## config.mk

```make
export PLATFORM = sky130hd
export DESIGN_NAME = qsine_gen
export DESIGN_NICKNAME = d
export VERILOG_FILES = /design/src/rtl/qsine_pkg.sv /design/src/rtl/qsine_addr.sv /design/src/rtl/qsine_rom.sv /design/src/rtl/qsine_sign.sv /design/src/rtl/qsine_gen.sv
export SDC_FILE = /design/constraint.sdc
export NUM_CORES = 1
export LEC_CHECK = 0
export ABC_AREA = 1
export BUFFER_PORTS_ARGS = -buffer_cell sky130_fd_sc_hd__buf_2
export CORE_MARGIN = 1.5
export CORE_UTILIZATION = 40
export CTS_CLUSTER_DIAMETER = 60
export DETAILED_ROUTE_END_ITERATION = 10
export PLACE_DENSITY = 0.58
export SETUP_SLACK_MARGIN = 0.1
export SLEW_MARGIN = 20
export SYNTH_ARGS = -nofsm -noshare
export SYNTH_HDL_FRONTEND = slang
export SYNTH_HIERARCHICAL = 1
export SYNTH_SLANG_ARGS = --single-unit
```

## constraint.sdc

```tcl
create_clock -name clk -period 3.13 [get_ports clk]
set_input_delay 0.1565 -clock clk [delete_from_list [all_inputs] [get_ports clk]]
set_output_delay 0.1565 -clock clk [all_outputs]
set_load 0.1 [all_outputs]
```

## src/rtl/qsine_pkg.sv

```systemverilog
package qsine_pkg;

   localparam real TWO_PI = 6.283185307179586;

   typedef enum logic [1:0] {
      QUAD_RISE  = 2'd0,
      QUAD_FALL  = 2'd1,
      QUAD_NRISE = 2'd2,
      QUAD_NFALL = 2'd3
   } quad_e;

   // Rounded magnitude for quarter-table slot idx, sampled at the half-step centre
   function automatic int unsigned qsine_entry(input int unsigned idx,
                                               input int unsigned phase_w,
                                               input int unsigned mag_w);
      real ang;
      real amp;
      ang = TWO_PI * (real'(idx) + 0.5) / real'(64'd1 << phase_w);
      amp = real'((64'd1 << mag_w) - 64'd1) * $sin(ang);
      return int'($rtoi(amp + 0.5));
   endfunction

endpackage

```

## src/rtl/qsine_addr.sv

```systemverilog
module qsine_addr
   import qsine_pkg::*;
#(
   parameter int PHASE_W = 10,
   localparam int ADDR_W = PHASE_W - 2
) (
   input  logic [PHASE_W-1:0] phase,
   output logic [ADDR_W-1:0]  addr,
   output logic               neg
);

   quad_e quad;

   always_comb begin
      quad = quad_e'(phase[PHASE_W-1 -: 2]);
      unique case (quad)
         QUAD_RISE:  begin addr =  phase[ADDR_W-1:0]; neg = 1'b0; end
         QUAD_FALL:  begin addr = ~phase[ADDR_W-1:0]; neg = 1'b0; end
         QUAD_NRISE: begin addr =  phase[ADDR_W-1:0]; neg = 1'b1; end
         default:    begin addr = ~phase[ADDR_W-1:0]; neg = 1'b1; end
      endcase
   end

endmodule

```

## src/rtl/qsine_rom.sv

```systemverilog
module qsine_rom
   import qsine_pkg::*;
#(
   parameter int PHASE_W = 10,
   parameter int MAG_W   = 15,
   localparam int ADDR_W = PHASE_W - 2,
   localparam int DEPTH  = 1 << ADDR_W
) (
   input  logic              clk,
   input  logic              rd_en,
   input  logic [ADDR_W-1:0] addr,
   output logic [MAG_W-1:0]  dout
);

   logic [MAG_W-1:0] mem [DEPTH];

   initial begin
      for (int i = 0; i < DEPTH; i++) begin
         mem[i] = MAG_W'(qsine_entry(i, PHASE_W, MAG_W));
      end
   end

   always_ff @(posedge clk) begin
      if (rd_en) begin
         dout <= mem[addr];
      end
   end

endmodule

```

## src/rtl/qsine_sign.sv

```systemverilog
module qsine_sign #(
   parameter int MAG_W = 15,
   parameter int OUT_W = 16,
   localparam int PAD_W = OUT_W - MAG_W
) (
   input  logic             clk,
   input  logic             rst_n,
   input  logic             in_vld,
   input  logic             neg,
   input  logic [MAG_W-1:0] mag,
   output logic             out_vld,
   output logic [OUT_W-1:0] sample
);

   logic signed [OUT_W-1:0] ext;

   generate
      if (PAD_W < 1) begin : g_bad_width
         $error("qsine_sign: OUT_W must exceed MAG_W");
      end
   endgenerate

   assign ext = signed'({{PAD_W{1'b0}}, mag});

   always_ff @(posedge clk) begin
      if (!rst_n) begin
         out_vld <= 1'b0;
         sample  <= '0;
      end else begin
         out_vld <= in_vld;
         if (in_vld) begin
            sample <= neg ? -ext : ext;
         end
      end
   end

   p_neg_half_r4: assert property (@(posedge clk) disable iff (!rst_n)
      (in_vld && neg) |=> ($signed(sample) <= 0));

   p_pos_half_r2: assert property (@(posedge clk) disable iff (!rst_n)
      (in_vld && !neg) |=> ($signed(sample) >= 0));

   p_hold_idle_r8: assert property (@(posedge clk) disable iff (!rst_n)
      !in_vld |=> ($stable(sample) && !out_vld));

endmodule

```

## src/rtl/qsine_gen.sv

```systemverilog
module qsine_gen
   import qsine_pkg::*;
#(
   parameter int PHASE_W = 10,
   parameter int MAG_W   = 15,
   parameter int OUT_W   = 16
) (
   input  logic             clk,
   input  logic             rst_n,
   input  logic             in_vld,
   input  logic [PHASE_W-1:0] in_phase,
   output logic             out_vld,
   output logic [OUT_W-1:0] out_sample
);

   localparam int ADDR_W = PHASE_W - 2;
   localparam logic [OUT_W-1:0] MOST_NEG = {1'b1, {(OUT_W-1){1'b0}}};

   generate
      if (PHASE_W < 3) begin : g_bad_phase
         $error("qsine_gen: PHASE_W must be at least 3");
      end
      if (MAG_W < 2 || OUT_W <= MAG_W) begin : g_bad_mag
         $error("qsine_gen: need MAG_W >= 2 and OUT_W > MAG_W");
      end
   endgenerate

   logic [ADDR_W-1:0] rom_addr;
   logic              neg_c;
   logic [MAG_W-1:0]  rom_mag;
   logic              s1_vld;
   logic              s1_neg;

   qsine_addr #(.PHASE_W(PHASE_W)) u_addr (
      .phase (in_phase),
      .addr  (rom_addr),
      .neg   (neg_c)
   );

   qsine_rom #(.PHASE_W(PHASE_W), .MAG_W(MAG_W)) u_rom (
      .clk   (clk),
      .rd_en (in_vld),
      .addr  (rom_addr),
      .dout  (rom_mag)
   );

   always_ff @(posedge clk) begin
      if (!rst_n) begin
         s1_vld <= 1'b0;
         s1_neg <= 1'b0;
      end else begin
         s1_vld <= in_vld;
         if (in_vld) begin
            s1_neg <= neg_c;
         end
      end
   end

   qsine_sign #(.MAG_W(MAG_W), .OUT_W(OUT_W)) u_sign (
      .clk     (clk),
      .rst_n   (rst_n),
      .in_vld  (s1_vld),
      .neg     (s1_neg),
      .mag     (rom_mag),
      .out_vld (out_vld),
      .sample  (out_sample)
   );

   // cycles since reset release, saturating, so $past never reaches before reset
   logic [1:0] age;
   always_ff @(posedge clk) begin
      if (!rst_n)          age <= 2'd0;
      else if (age != 2'd2) age <= age + 2'd1;
   end

   p_latency_r5: assert property (@(posedge clk) disable iff (!rst_n)
      (age == 2'd2) |-> (out_vld == $past(in_vld, 2)));

   p_no_most_neg_r6: assert property (@(posedge clk) disable iff (!rst_n)
      out_vld |-> (out_sample != MOST_NEG));

   p_reset_clear_r7: assert property (@(posedge clk)
      !rst_n |=> (!out_vld && out_sample == '0));

endmodule

```

==> impl_metrics.toml <==
[logic_synthesis]
ys_top_cells_by_count = "377 x nand2_1, 176 x nand3_1, 77 x nor2_1"
synth_warnings = 6
yosysTopAreaCellShare_pct = 26.0
async_flop_share_pct = 0
syn-cell-area_mm2 = 0.00544
ys_ff_latch = 34
synth_top_area_cell = "nand2_1"
synth_most_common_cell = "nand2_1"
synth_edf_count = 15
synthTopCellsByArea = "nand2_1 26%, nand3_1 16%, edfxtp_1 8.3%"
synth_cell_type_count = 38
yosys_most_used_dff = "dfxtp_1"
syn_avg_cell_area_um2 = 5.33
syn_nets = 1051
seq_area_frac_synth_pct = 15.3
syn-instance-count = 1021

[floorplan]
die_w_um = 120
dieArea_mm2 = 0.0143
core_mm2 = 0.0132
start_util_pct = 41.1
die_h_um = 120
rows = 42
top_level_ports = 30

[sta]
finClkSkew_ns = 0.0138
max_freq_ghz = 0.387
slew_viol_final = 0
setup_tns_ns = 0
rsz0062_at_grt = "false"
worst_pin_slew_ns = 0.898
fin_crit_ns = 2.59
slew_headroom_pct = 40.1
hold_violations = 0
setup_viol_count_final = 0
period_share_pct = 82.6

[power]
ir_drop_mv = 0.213
total_power_mw = 2.61
leakage_nw = 3.04
p_per_area_mw_per_mm2 = 444

[worst_setup_path]
critPathLaunch = "in_phase[8]"
critPathArrivalTime_ns = 2.62
cp-end-kind = "flip-flop"
reg2reg_slack_ns = 1.50
reg2regPathDepth = 11
startpoint_type = "input port"
crit_type = "input port to flip-flop"
critical_path_required_ns = 3.16
crit_fanout = 23
r2r_start = "u_rom/dout[0]"
rr_endpoint = "u_sign/sample[12]"

[clocking]
h-tree-depth = 2
cts-root-buf = "clkbuf_16"
cts.sinks = 34
cts_hold_buffers = 0
cts_buffers = 5
cts_tree = "yes"
cts-resized-gates = 0
clk_pin_slew_ns = 0.07
clk_latency_ns = 0.28
post-cts-setup-buffer-count = 0
cts_max_path_buffers = 2

[place]
port_buffers = 29
dpl.hpwl_mm = 21.2
gp_congestion = 1.17

[route]
vias_per_cell = 6.22
wire_per_inst_um = 23.3
drt_wl_total_mm = 28.0
initialDrtViolationCount = 1216
vias = 7481
firstDrtPassIters = 6
drcViolationCount = 0
antenna_left = 0

[flow_run]
maxCapViolCount = 0

[min_path]
hold_class = "input port to flip-flop"
whs_endpoint = "s1_neg"
whs_path_depth = 5
min_from = "in_phase[9]"

[global_routing]
grt_max_degree = 77
grt_overflow_total = 0
grt_pass1_vias = 6878
grt_use_total_pct = 39.0
antenna_found_initial = 0
grt_pass1_wl_mm = 41.9

[cells_and_area]
post-route-util_pct = 44.4
n_fill_cell = 1552
layout-drive-gt1-share_pct = 9.93
final_nets = 1056
area_growth_pct = 8.14
diodes = 0

[outcome]
status = "finished clean"
power by group:
group	leakage (nW)	internal, mW	switching (mW)
clock network	0.0904	0.394	0.207
registers	0.303	0.524	0.0499
logic	2.65	0.369	1.07
registers in the layout, summed over array words and instances (netlist names):
register / flops
u_sign/sample: 16
u_sign/out_vld: 1
s1_neg: 1
u_rom/dout: 15
s1_vld: 1
how the worst max path moves through the flow:
stage / to / slack (ns) / cells after the start
floorplan: u_rom/dout[5] / 0.78 / 15
global placement: u_rom/dout[1] / 0.37 / 15
detailed placement: u_rom/dout[1] / 0.38 / 15
CTS: u_rom/dout[1] / 0.67 / 15
global route: u_rom/dout[1] / 0.47 / 15
finish: u_rom/dout[1] / 0.54 / 15
worst max-delay path, cell delays in order:
cell and delay, ns:
buf_2 0.15, inv_2 0.12, nand2_1 0.06, nand2_1 0.12, buf_4 0.29, buf_4 0.32, nand2_1 0.26, nand3_1 0.25
nand2_1 0.07, nand2_1 0.06, nand2_1 0.06, a21oi_1 0.29, nand2_1 0.18, nand2_1 0.13, nand2_1 0.06
placed cells by master (no fill, tap or decap), types with 6 or more instances in the layout:
cell type / n
a21oi_1: 56
xor2_1: 6
nand3_1: 176
inv_1: 73
nor2_2: 9
o21ai_1: 21
nand2_2: 12
nor2_1: 76
nand4_1: 6
o21ai_0: 53
edfxtp_1: 15
buf_4: 27
a31oi_1: 6
dfxtp_1: 19
nand2_1: 376
inv_2: 6
ha_1: 17
buf_2: 29
o211ai_1: 10
clkbuf_16: 7
layout make-up:
cell class                      instances  area, um2  area share [%]
Timing Repair Buffer                   58        388            6.59
Clock buffer                            7        175            2.98
Inverter                               81        307            5.21
Clock inverter                          1       8.76           0.149
Multi-Input combinational cell        846       3960            67.2
Tap cell                              176        220            3.74
Sequential cell                        34        831            14.1
layer usage:
layer / vias to the layer above / GRT usage [%] / routed length, um
met3: 165 / 11.4 / 3890
met1: 3311 / 51.1 / 10700
met5: - / 0 / 0
met4: 0 / 23.9 / 2180
li1: 3349 / - / -
met2: 656 / 56.1 / 11200
stage by stage:
step / hold slack [ns] / cell area [um2] / setup WS [ns] / cells
floorplan: 0.250 / 5440 / 0.784 / 1021
global placement: 0.464 / 5700 / 0.374 / 1195
detailed placement: 0.470 / 5700 / 0.384 / 1195
CTS: 0.174 / 5880 / 0.675 / 1203
global route: 0.204 / 5880 / 0.467 / 1203
finish: 0.171 / 5880 / 0.543 / 1203
kinds of logic after synthesis:
group	share of synthesized area [%]
AO/OA/AOI/OAI	15.3
XOR/XNOR	1.13
AND/OR/NAND/NOR	52.3
adder cells (fa/ha/maj)	3.91
buffers and inverters	12.1
flip-flops	15.3
(Power assumes the default switching activity.)
